$ cat src/rtl/sirq_pkg.sv
package sirq_pkg;

  typedef enum logic [1:0] {
    PH_SAMPLE = 2'd0,
    PH_RECOV  = 2'd1,
    PH_TURN   = 2'd2
  } phase_t;

  typedef enum logic [1:0] {
    ST_IDLE      = 2'd0,
    ST_FRAMES    = 2'd1,
    ST_WAIT_STOP = 2'd2
  } seq_state_t;

endpackage

$ cat src/rtl/sirq_line_mon.sv
module sirq_line_mon #(
  parameter int START_MIN = 4,
  parameter int STOP_MIN  = 2
) (
  input  logic clk,
  input  logic rst,
  input  logic line_in,
  output logic line_q,
  output logic start_det,
  output logic stop_det
);
  localparam int RUN_MAX = (START_MIN > STOP_MIN) ? START_MIN : STOP_MIN;
  localparam int RUN_W   = $clog2(RUN_MAX + 1);

  logic [RUN_W-1:0] low_run;
  logic             seen_run;

  always_ff @(posedge clk) begin
    if (rst) begin
      line_q   <= 1'b1;
      low_run  <= '0;
      seen_run <= 1'b0;
    end else begin
      line_q   <= line_in;
      seen_run <= 1'b1;
      if (!line_q) begin
        if (low_run != RUN_W'(RUN_MAX)) low_run <= low_run + 1'b1;
      end else begin
        low_run <= '0;
      end
    end
  end

  // a finished low pulse is recognised on the first high sample after it
  assign start_det = line_q && (low_run >= RUN_W'(START_MIN));
  assign stop_det  = line_q && (low_run >= RUN_W'(STOP_MIN));

  p_line_follow_r1: assert property (@(posedge clk) disable iff (rst)
    seen_run |-> (line_q == $past(line_in)));

  p_detect_on_rise_r2: assert property (@(posedge clk) disable iff (rst)
    (seen_run && start_det) |-> !$past(line_q));

endmodule

$ cat src/rtl/sirq_frame_seq.sv
module sirq_frame_seq
  import sirq_pkg::*;
#(
  parameter int NUM_IRQ = 16
) (
  input  logic                             clk,
  input  logic                             rst,
  input  logic                             start_det,
  input  logic                             stop_det,
  output logic                             load,
  output logic                             nxt_active,
  output logic [$clog2(NUM_IRQ+1)-1:0]     nxt_slot,
  output phase_t                           nxt_phase
);
  localparam int NUM_SLOTS = NUM_IRQ + 1;
  localparam int SLOT_W    = $clog2(NUM_SLOTS);
  localparam int LAST_SLOT = NUM_SLOTS - 1;

  seq_state_t        state, nxt_state;
  logic [SLOT_W-1:0] slot;
  phase_t            phase;

  always_comb begin
    nxt_state = state;
    nxt_slot  = slot;
    nxt_phase = phase;
    load      = 1'b0;
    unique case (state)
      ST_IDLE: begin
        if (start_det) begin
          nxt_state = ST_FRAMES;
          nxt_slot  = '0;
          nxt_phase = PH_SAMPLE;
          load      = 1'b1;
        end
      end
      ST_FRAMES: begin
        unique case (phase)
          PH_SAMPLE: nxt_phase = PH_RECOV;
          PH_RECOV:  nxt_phase = PH_TURN;
          default: begin
            nxt_phase = PH_SAMPLE;
            if (slot == SLOT_W'(LAST_SLOT)) begin
              nxt_state = ST_WAIT_STOP;
              nxt_slot  = '0;
            end else begin
              nxt_slot = slot + 1'b1;
            end
          end
        endcase
      end
      ST_WAIT_STOP: begin
        if (stop_det) nxt_state = ST_IDLE;
      end
      default: nxt_state = ST_IDLE;
    endcase
  end

  assign nxt_active = (nxt_state == ST_FRAMES);

  always_ff @(posedge clk) begin
    if (rst) begin
      state <= ST_IDLE;
      slot  <= '0;
      phase <= PH_SAMPLE;
    end else begin
      state <= nxt_state;
      slot  <= nxt_slot;
      phase <= nxt_phase;
    end
  end

  p_slot_bound_r7: assert property (@(posedge clk) disable iff (rst)
    (state == ST_FRAMES) |-> (slot <= SLOT_W'(LAST_SLOT)));

  p_slot_advance_r3: assert property (@(posedge clk) disable iff (rst)
    (state == ST_FRAMES && phase == PH_TURN && slot != SLOT_W'(LAST_SLOT))
    |=> (state == ST_FRAMES && phase == PH_SAMPLE && slot == $past(slot) + 1'b1));

  p_train_ends_r9: assert property (@(posedge clk) disable iff (rst)
    (state == ST_FRAMES && phase == PH_TURN && slot == SLOT_W'(LAST_SLOT))
    |=> (state == ST_WAIT_STOP));

endmodule

$ cat src/rtl/sirq_drive.sv
module sirq_drive
  import sirq_pkg::*;
#(
  parameter int NUM_IRQ = 16
) (
  input  logic                         clk,
  input  logic                         rst,
  input  logic                         load,
  input  logic                         nxt_active,
  input  logic [$clog2(NUM_IRQ+1)-1:0] nxt_slot,
  input  phase_t                       nxt_phase,
  input  logic [NUM_IRQ-1:0]           irq_pending,
  input  logic                         iochk_pending,
  output logic                         drv_low,
  output logic                         drv_high
);
  localparam int NUM_SLOTS = NUM_IRQ + 1;
  localparam int SLOT_W    = $clog2(NUM_SLOTS);

  logic [NUM_SLOTS-1:0] vec_in, pend_lat, sel_vec;
  logic                 slot_bit;
  logic                 seen_run;

  assign vec_in  = {iochk_pending, irq_pending};
  // the first sample slot is decided in the same clock the vector is stored
  assign sel_vec = load ? vec_in : pend_lat;

  always_comb begin
    slot_bit = 1'b0;
    for (int i = 0; i < NUM_SLOTS; i++) begin
      if (nxt_slot == SLOT_W'(i)) slot_bit = sel_vec[i];
    end
  end

  always_ff @(posedge clk) begin
    if (rst) begin
      pend_lat <= '0;
      drv_low  <= 1'b0;
      drv_high <= 1'b0;
      seen_run <= 1'b0;
    end else begin
      seen_run <= 1'b1;
      if (load) pend_lat <= vec_in;
      drv_low  <= nxt_active && (nxt_phase == PH_SAMPLE) && slot_bit;
      drv_high <= nxt_active && (nxt_phase == PH_RECOV) && drv_low;
    end
  end

  p_enables_excl_r11: assert property (@(posedge clk) disable iff (rst)
    !(drv_low && drv_high));

  p_recover_follows_r4: assert property (@(posedge clk) disable iff (rst)
    drv_low |=> (drv_high && !drv_low));

  p_high_needs_low_r4: assert property (@(posedge clk) disable iff (rst)
    (seen_run && drv_high) |-> $past(drv_low));

  p_turn_released_r5: assert property (@(posedge clk) disable iff (rst)
    drv_high |=> (!drv_high && !drv_low));

endmodule

$ cat src/rtl/sirq_agent.sv
module sirq_agent
  import sirq_pkg::*;
#(
  parameter int NUM_IRQ   = 16,
  parameter int START_MIN = 4,
  parameter int STOP_MIN  = 2
) (
  input  logic               clk,
  input  logic               rst,
  input  logic               sirq_in,
  input  logic [NUM_IRQ-1:0] irq_pending,
  input  logic               iochk_pending,
  output logic               drv_low,
  output logic               drv_high,
  output logic               line_q
);
  localparam int SLOT_W = $clog2(NUM_IRQ + 1);

  logic              start_det, stop_det;
  logic              load, nxt_active;
  logic [SLOT_W-1:0] nxt_slot;
  phase_t            nxt_phase;

  sirq_line_mon #(
    .START_MIN (START_MIN),
    .STOP_MIN  (STOP_MIN)
  ) u_mon (
    .clk       (clk),
    .rst       (rst),
    .line_in   (sirq_in),
    .line_q    (line_q),
    .start_det (start_det),
    .stop_det  (stop_det)
  );

  sirq_frame_seq #(
    .NUM_IRQ (NUM_IRQ)
  ) u_seq (
    .clk        (clk),
    .rst        (rst),
    .start_det  (start_det),
    .stop_det   (stop_det),
    .load       (load),
    .nxt_active (nxt_active),
    .nxt_slot   (nxt_slot),
    .nxt_phase  (nxt_phase)
  );

  sirq_drive #(
    .NUM_IRQ (NUM_IRQ)
  ) u_drv (
    .clk           (clk),
    .rst           (rst),
    .load          (load),
    .nxt_active    (nxt_active),
    .nxt_slot      (nxt_slot),
    .nxt_phase     (nxt_phase),
    .irq_pending   (irq_pending),
    .iochk_pending (iochk_pending),
    .drv_low       (drv_low),
    .drv_high      (drv_high)
  );

  p_no_drive_in_reset_r12: assert property (@(posedge clk)
    $past(rst) |-> (!drv_low && !drv_high));

endmodule

$ cat config.mk
export PLATFORM = sky130hd
export DESIGN_NAME = sirq_agent
export DESIGN_NICKNAME = d
export VERILOG_FILES = /design/src/rtl/sirq_pkg.sv /design/src/rtl/sirq_line_mon.sv /design/src/rtl/sirq_frame_seq.sv /design/src/rtl/sirq_drive.sv /design/src/rtl/sirq_agent.sv
export SDC_FILE = /design/constraint.sdc
export NUM_CORES = 1
export LEC_CHECK = 0
export BUFFER_PORTS_ARGS = -buffer_cell sky130_fd_sc_hd__buf_2
export CORE_ASPECT_RATIO = 0.5
export CORE_MARGIN = 10
export CORE_UTILIZATION = 56
export CTS_CLUSTER_SIZE = 10
export DETAILED_ROUTE_END_ITERATION = 10
export GPL_ROUTABILITY_DRIVEN = 0
export PLACE_DENSITY = 0.78
export SETUP_SLACK_MARGIN = 0.15
export SYNTH_ARGS = -nofsm -noshare
export SYNTH_HDL_FRONTEND = slang
export SYNTH_HIERARCHICAL = 1
export SYNTH_SLANG_ARGS = --single-unit
$ cat constraint.sdc
create_clock -name clk -period 5 [get_ports clk]
set_input_delay 0.5 -clock clk [delete_from_list [all_inputs] [get_ports clk]]
set_output_delay 0.5 -clock clk [all_outputs]
set_load 0.005 [all_outputs]
Yosys cells after proc, flatten, opt, wreduce, memory -nomap -nowiden. Index checks and enable logic that the tools add are counted. W data, S select, Z words.

Input port bits: 20. Output and inout port bits: 3. Word-level logic and storage cells: 79. Bits in registers: 32.

$lt $le $gt $ge: 2. $add $sub $neg: 2. Equality and inequality tests: 23. Reductions and logical operators: 12. Mux-type cells: 32.

Operators by type and width (count): $eq A5 B4 Y1 const B (8); $eq A5 B3 Y1 const B (4); $mux W1 (19); $mux W17 (1); $mux W5 (3); $eq A5 B2 Y1 const B (2); $eq A5 B5 Y1 const B (2); $mux W2 (5); $pmux W5 S2 (1); $eq A2 B1 Y1 const B (4); $pmux W2 S2 (2); $logic_and A1 B1 Y1 (6); $logic_not A2 Y1 (3); $pmux W2 S3 (1); $add A5 B1 Y5 const B (1); $eq A5 B1 Y1 const B (1); $logic_not A5 Y1 (1); $reduce_or A2 Y1 (2); $add A3 B1 Y3 const B (1); $ge A3 B2 Y1 const B (1); $ge A3 B3 Y1 const B (1); $ne A3 B3 Y1 const B (1); $eq A2 B2 Y1 const B (1).

Longest topological paths before layout. Gate-level depths: netlist (run 1).

Depth in word-level cells: 23. Depth in mapped cells: 12. Gate-level depth less buffers: 10.

Hierarchy. The synthesis (run 1) kept the hierarchy.

Modules (own cells, without submodules): sirq_drive (seq. area each 380.4 um^2, cells an instance 108, area an instance 1043.5 um^2, instances 1); sirq_frame_seq (seq. area each 180.2 um^2, cells an instance 64, area an instance 550.5 um^2, instances 1); sirq_line_mon (seq. area each 80.1 um^2, cells an instance 20, area an instance 202.7 um^2, instances 1).

Worst setup path after synthesis (run 1). Ideal clock, no wire load.

Kind: reg-to-reg. Start point: register u_mon.line_q. End point: register u_drv.drv_low. Slack: 2.462 ns. Stages on the path, launching flop included: 10. Data required time: 4.875 ns. Arrival: 2.413 ns. Cells stage by stage: dfxtp_1 and2_2 or3b_4 and3_4 or2_1 clkbuf_1 mux2_1 a311o_1 a211oi_1 a31oi_1.

Word-level cells in the longest chain between the ends: 22. Elaborated cells between the ends (all ways): 50.

Ends and longest elaborated chain: start: declaration (line sirq_line_mon.sv:8) `output logic line_q,`; start signal: assignment (line sirq_line_mon.sv:24) `line_q <= line_in;`; $logic_and A1 B1 Y1 (*) (line sirq_line_mon.sv:35) `assign start_det = line_q && (low_run >= RUN_W'(START_MIN));`; net start_det (line sirq_agent.sv:19) `logic start_det, stop_det;`; $mux W5 (*) (line sirq_frame_seq.sv:30) `if (start_det) begin`; $pmux W5 S2 (*) (line sirq_frame_seq.sv:28) `unique case (state)`; net nxt_slot[1] (line sirq_agent.sv:21) `logic [SLOT_W-1:0] nxt_slot;`; $logic_not A5 Y1 (line sirq_drive.sv:31) `if (nxt_slot == SLOT_W'(i)) slot_bit = sel_vec[i];`; $mux W1 (16 in a row) (line sirq_drive.sv:31); $mux W1 (*) (line sirq_drive.sv:31); $logic_and A1 B1 Y1 (*) (line sirq_drive.sv:44) `drv_low <= nxt_active && (nxt_phase == PH_SAMPLE) && slot_bit;`; end signal: assignment (line sirq_drive.sv:44); end: declaration (line sirq_drive.sv:14) `output logic drv_low,`.

The timed path passes the listed nets; every way through them passes the cells marked *. A chain may end at the register's enable or synchronous reset.

Final worst setup path (run 1).
Start point: register u_mon.low_run[2]. End point: register u_drv.drv_low.

Word-level cells in the longest chain between the ends: 23. Elaborated cells between the ends (all ways): 52.

Ends and longest elaborated chain: start: declaration (line sirq_line_mon.sv:15) `logic [RUN_W-1:0] low_run;`; start signal: assignment (line sirq_line_mon.sv:27) `if (low_run != RUN_W'(RUN_MAX)) low_run <= low_run + 1'b1;`; $ge A3 B3 Y1 (*) (line sirq_line_mon.sv:35); $logic_and A1 B1 Y1 (*) (line sirq_line_mon.sv:35); net start_det (line sirq_agent.sv:19); $mux W1 (*) (line sirq_frame_seq.sv:30); $mux W1 (*) (line sirq_frame_seq.sv:28); net load (line sirq_agent.sv:20) `logic load, nxt_active;`; $mux W17 (*); $mux W1 (16 in a row) (line sirq_drive.sv:31); $mux W1 (*) (line sirq_drive.sv:31); $logic_and A1 B1 Y1 (*) (line sirq_drive.sv:44).

Marked as above.

==> metrics.yaml, run 1 <==
worst_pin_slew_ns: 1.058
yosysMostFrequentCell: "dfxtp_1"
ys_seq_area_share_pct: 35.65
yosysTopAreaCellShare_pct: 35.65
viasPerCell: 5.733
start_util_pct: 59.29
finalSetupViolations: 0
path_clk_slew_ns: 0.07
synth_fp_nets: 216
vdd_drop_max_mv: 0.1634
ys.flop_type: "dfxtp_1"
finalHoldViolCount: 0
min_period_ns: 3.105
slowest_stage: "inv_1"
dp_hpwl_um: 2632
arrival_ns: 3.28
drc: 0
hold_class: "input port to register"
worst-path-buf-inv: 1
slew_viol_final: 0
nFillCells: 261
clkSinkCount: 32
slowest_delay_ns: 0.78
final_util_pct: 65.24
power_frac_clock_pct: 42.8
cts_tree: "built"
pre_cts_slack_ns: 1.911
grt_max_degree: 30
drt_wl_total_um: 3744
grtUsageTotal_pct: 13.31
synth.ff_latch_count: 32
area_growth_pct: 10.03
endpoint_kind: "register"
p_total_w: 0.0004787
synth-edff-count: 0
multi_input_area_sq_um: 1046
ioPinCount: 23
synth_top_cell_by_area: "dfxtp_1"
syn_area_per_cell_sq_um: 9.358
cp_max_fo: 23
drtIter0Drc: 52
p_leak_nw: 0.7492
ant_nets: 0
vias: 1439
wl_per_cell_um: 14.92
syn_inst: 192
ctsLongestPathBuffers: 2
cp_top_family: "simple AND/OR/NAND/NOR gates"
sw_frac_of_total_pct: 22.03
ys_types: 58
clkLatencyLatePin_ns: 0.29
die_h_um: 60.06
cts_resized: 0
die_area_sq_um: 6012
power_frac_seq_pct: 53.7
antenna_found_initial: 0
finClkSkew_ns: 0.007386
cap_violations: 0
firstDrtPassIters: 4
core_sq_um: 3030
fmax_mhz: 322.0
rsz0062_at_grt: "no"
portBuffers: 22
grt_first_pass_wirelength_um: 6230
path_cells: "and2_2, or3b_4, inv_1, mux4_2, and2_4, a211oi_2, nand4b_1, a31oi_1"
ctsRootBufferMaster: "clkbuf_8"
cp.required_ns: 5.17
syn_area_sq_um: 1797
cts_inserted_buffers: 5
grt_overflow: 0
layout_setup_ws_ns: 1.895
combPwrFrac_pct: 3.5
worst_hold_slack_ns: 0.3950
regArea_sq_um: 640.6
core.rowCount: 14
p_int_w: 0.0003732
post-cts-setup-buffers: 0
h-tree-depth: 2
path_class: "register to register"
grt_pass1_vias: 1320
relSlewSlack_pct: 29.37
dieWidth_um: 100.1
totalNegativeSetupSlack_ns: 0
ys_top_cells_by_count: "dfxtp_1 (32), nor2_1 (24), mux2i_1 (18), nand2_1 (12), inv_1 (10)"
antennaDiodeCount: 0
hold_buffers: 0
drive_gt1_share_pct: 21.80
synth-async-reset-ratio_pct: 0
min_period_over_period_pct: 62.11
yosys-top-cells-area: "dfxtp_1 (36%), mux2i_1 (10%), nor2_1 (5.0%)"
start_kind: "register"
finalNetCount: 234
status: "complete, no violations"
ys_warn_count: 6
p_sw_w: 0.0001055
p_per_area_nw_per_um2: 242.1
worst paths after layout:
path,startpoint,to,slack [ns],depth (start not counted)
setup reg to reg,u_mon/low_run[2],u_drv/drv_low,1.89,8
hold / removal,sirq_in,u_mon/line_q,0.40,2
hold reg to reg,u_drv/drv_low,u_drv/drv_high,0.46,2
setup / recovery,u_mon/low_run[2],u_drv/drv_low,1.89,8
routing by layer:
layer | part of all wire (%) | GRT usage, %
met2 | 47 | 20.90
met1 | 46 | 15.70
met5 | 0 | 0
met4 | 0.72 | 5.800
met3 | 6.8 | 5.754
registers in the layout (all words and copies together) (netlist names):
register and cells:
u_drv/drv_high 1, u_drv/drv_low 1, u_drv/pend_lat 17, u_mon/line_q 1
u_mon/low_run 3, u_seq/phase 2, u_seq/slot 5, u_seq/state 2
area by class of cell:
| cell class | instances | area share, % |
|---|---|---|
| Timing Repair Buffer | 22 | 5.570 |
| Inverter | 10 | 1.899 |
| Tap cell | 40 | 2.532 |
| Sequential cell | 32 | 32.40 |
| Clock inverter | 2 | 0.5063 |
| Clock buffer | 6 | 4.177 |
| Multi-Input combinational cell | 139 | 52.91 |
power groups by stage:
stage / Clock (W) / Combinational, W / Sequential (W)
5_1_grt: 0.000224 / 0.0000187 / 0.000257
2_1_floorplan: 0 / 0.00000570 / 0.000262
3_3_place_gp: 0 / 0.0000164 / 0.000263
4_1_cts: 0.000211 / 0.0000168 / 0.000257
6_report: 0.000205 / 0.0000167 / 0.000257
3_5_place_dp: 0 / 0.0000166 / 0.000263
placed cells by master, fill, tap and decap left out, types with 4 or more instances in the layout:
cell,n
ha_1,4
a21oi_1,4
nand2_1,12
mux2i_1,18
dfxtp_1,32
o21ai_0,5
nand3_1,7
inv_1,10
buf_2,22
clkbuf_8,6
nor2_1,24
cell families after synthesis:
group,count (synthesis),share of synthesized area (%)
DFF,32,35.65
adders and majority gates,4,2.786
muxes,24,16.71
AOI/OAI and AO/OA,36,15.39
buffers and inverters,21,6.128
and+or+nand+nor,72,21.87
xor gates and xnor gates,3,1.463
stage by stage:
stage	instance area [sq um]	instances
2_1_floorplan	1797	192
3_3_place_gp	1884	243
3_5_place_dp	1884	243
4_1_cts	1977	251
5_1_grt	1977	251
6_report	1977	251
Note: power is estimated with default switching activity, not from simulation.
==> inputs of run 2 (changes only) <==
--- a/config.mk
+++ b/config.mk
@@ -8,11 +8,11 @@
 export BUFFER_PORTS_ARGS = -buffer_cell sky130_fd_sc_hd__buf_2
 export CORE_ASPECT_RATIO = 0.5
 export CORE_MARGIN = 10
-export CORE_UTILIZATION = 56
+export CORE_UTILIZATION = 51
 export CTS_CLUSTER_SIZE = 10
 export DETAILED_ROUTE_END_ITERATION = 10
 export GPL_ROUTABILITY_DRIVEN = 0
-export PLACE_DENSITY = 0.78
+export PLACE_DENSITY = 0.74
 export SETUP_SLACK_MARGIN = 0.15
 export SYNTH_ARGS = -nofsm -noshare
 export SYNTH_HDL_FRONTEND = slang
==> constraint.sdc (replaced) <==
create_clock -name clk -period 2.8 [get_ports clk]
set_input_delay 0.28 -clock clk [delete_from_list [all_inputs] [get_ports clk]]
set_output_delay 0.28 -clock clk [all_outputs]
set_load 0.005 [all_outputs]
==> run 2 against run 1 <==
Global-route usage down 0.67 points. Sequential share of layout area down 1.3 points. Die area is 7.1% higher. Worst hold slack lost 0.21 ns. Clock power up 78%. Critical path type unchanged. Highest routed layer unchanged.
==> metrics.yaml, run 2 (synthesis gave the netlist of run 1 again) <==
path_cells: "and2_2, or3b_4, and3_4, or2_4, mux2_1, a311o_1, a211oi_1, a31oi_1"
grt_busiest_layer: "met2"
reg2reg_slack_ns: 0.28  # -1.62 ns
drt_wl_total_um: 3845  # +2.7%
slew_viol_final: 0  # unchanged
core.rowCount: 15  # +1
finClkSkew_ns: 0.004556  # -0.002830 ns
worst_hold_startpoint: "sirq_in"
grt_util_met1_pct: 14.75  # -0.95 points
vdd_drop_max_mv: 0.2502  # +53%
dp_hpwl_um: 2853  # +8.4%
firstDrtPassIters: 4  # unchanged
min_period_over_period_pct: 90.17  # +28 points
hold_class: "input port to register"
die_h_um: 61.97  # +3.2%
finalHoldViolCount: 0  # unchanged
core_sq_um: 3416  # +13%
cts_inserted_buffers: 5  # unchanged
clkLatencyLatePin_ns: 0.28  # about the same
min_period_ns: 2.525  # -0.5805 ns
largest_reg_flops: 17  # unchanged
fmax_mhz: 396.1  # +23%
p_per_area_nw_per_um2: 411.8  # +70%
slowest_stage: "or3b_4"
worst-path-buf-inv: 0  # -1
drc: 0  # unchanged
cp_max_fo: 8  # -65%
top_register: "u_drv/pend_lat"
endpoint_kind: "register"
cap_violations: 0  # unchanged
r2r_start: "u_mon/low_run[2]"
grt_util_met3_pct: 3.704  # -2.1 points
reg_top3: "u_drv/pend_lat (17), u_seq/slot (5), u_mon/low_run (3)"
pre_cts_slack_ns: 0.1655  # -1.746 ns
nFillCells: 319  # +22%
drive_gt1_share_pct: 26.82  # +5.0 points
dieWidth_um: 103.9  # +3.8%
cp_top_family: "simple AND/OR/NAND/NOR gates"
ctsRootBufferMaster: "clkbuf_8"
finalNonFillerCells: 271  # +8.0%
drtIter0Drc: 49  # -5.8%
antenna_found_initial: 0  # unchanged
path_clk_slew_ns: 0.06  # about the same
wl_per_cell_um: 14.19  # -4.9%
crit_start: "u_mon/low_run[2]"
layout_setup_ws_ns: 0.2752  # -1.619 ns
p_leak_nw: 0.7830  # +4.5%
finalNetCount: 243  # +3.8%
ant_nets: 0  # unchanged
use_met2_pct: 22.40  # +1.5 points
start_util_pct: 52.60  # -6.7 points
ctsLongestPathBuffers: 2  # unchanged
final_common_cell: "dfxtp_1"
grt_overflow: 0  # unchanged
relSlewSlack_pct: 63.88  # +35 points
viasPerCell: 5.653  # -1.4%
antennaDiodeCount: 0  # unchanged
grtUsageTotal_pct: 12.64  # -0.67 points
clkSinkCount: 32  # unchanged
final_cell_mix: "dfxtp_1 (30), nor2_1 (24), buf_2 (22)"
area_growth_pct: 15.39
vias: 1532  # +6.5%
placed_cells: 263  # +8.2%
h-tree-depth: 2  # unchanged
arrival_ns: 2.69  # -0.59 ns
grt_first_pass_wirelength_um: 6713  # +7.8%
die_area_sq_um: 6441  # +7.1%
rsz0062_at_grt: "no"
start_kind: "register"
cp.required_ns: 2.96  # -2.21 ns
totalNegativeSetupSlack_ns: 0  # unchanged
grt_max_degree: 30  # unchanged
status: "complete, no violations"
worst_pin_slew_ns: 0.5419  # -0.5165 ns
portBuffers: 22  # unchanged
path_class: "register to register"
slowest_delay_ns: 0.42  # -0.36 ns
cts_tree: "built"
grt_pass1_vias: 1493  # +13%
ioPinCount: 23  # unchanged
finalSetupViolations: 0  # unchanged
run 2: cell types whose count changed in the layout (fill, tap and decap cells not counted), sizes merged:
| cell | delta |
|---|---|
| buf | +9 |
| clkbuf | +2 |
| clkinv | -2 |
| clkinvlp | +1 |
| inv | -1 |
run 2: repair_timing:
| action | 4_1_cts | 5_1_grt |
|---|---|---|
| hold buffers | 0 | 0 |
| resized for setup | 1 | 7 |
| endpoints found under the setup margin | 1 | 1 |
| setup buffers | 0 | 0 |
run 2: cell type report:
type	instances	area [sq um]	share of cell area, %
sequential	32	645.6	31.14
clock buffer	8	90.09	4.345
timing repair buffer	31	177.7	8.570
multi-input combinational	139	1055	50.87
inverter	10	41.29	1.992
tap	51	63.81	3.078
run 2: through the flow:
stage	power (W)	util [%]	hold WS, ns	cell area, sq um
6_report	0.0008539	60.70	0.1881	2073
5_1_grt	0.0008833	60.70	0.1912	2073
4_1_cts	0.0008650	60.22	0.1841	2057
3_5_place_dp	0.0005002	57.55	0.4449	1966
3_3_place_gp	0.0004991	57.55	0.4457	1966
2_1_floorplan	0.0004788	-	0.3491	1797
run 2: power by group:
group	switching, W	internal, W	total (W)
clock network	0.000165	0.000200	0.000365
registers	0.00000125	0.000456	0.000457
logic	0.0000170	0.0000149	0.0000319
run 2: layer usage:
metal  vias up  part of all wire [%]
met5         -                     0
met2        34                    49
li1        739                     -
met1       754                    46
met3         5                   4.0
met4         0                   1.2
run 2: final timing paths:
kind              cells past startpoint              to
hold reg to reg                       2  u_drv/drv_high
setup / recovery                      8   u_drv/drv_low
setup reg to reg                      8   u_drv/drv_low
hold / removal                        2    u_mon/line_q
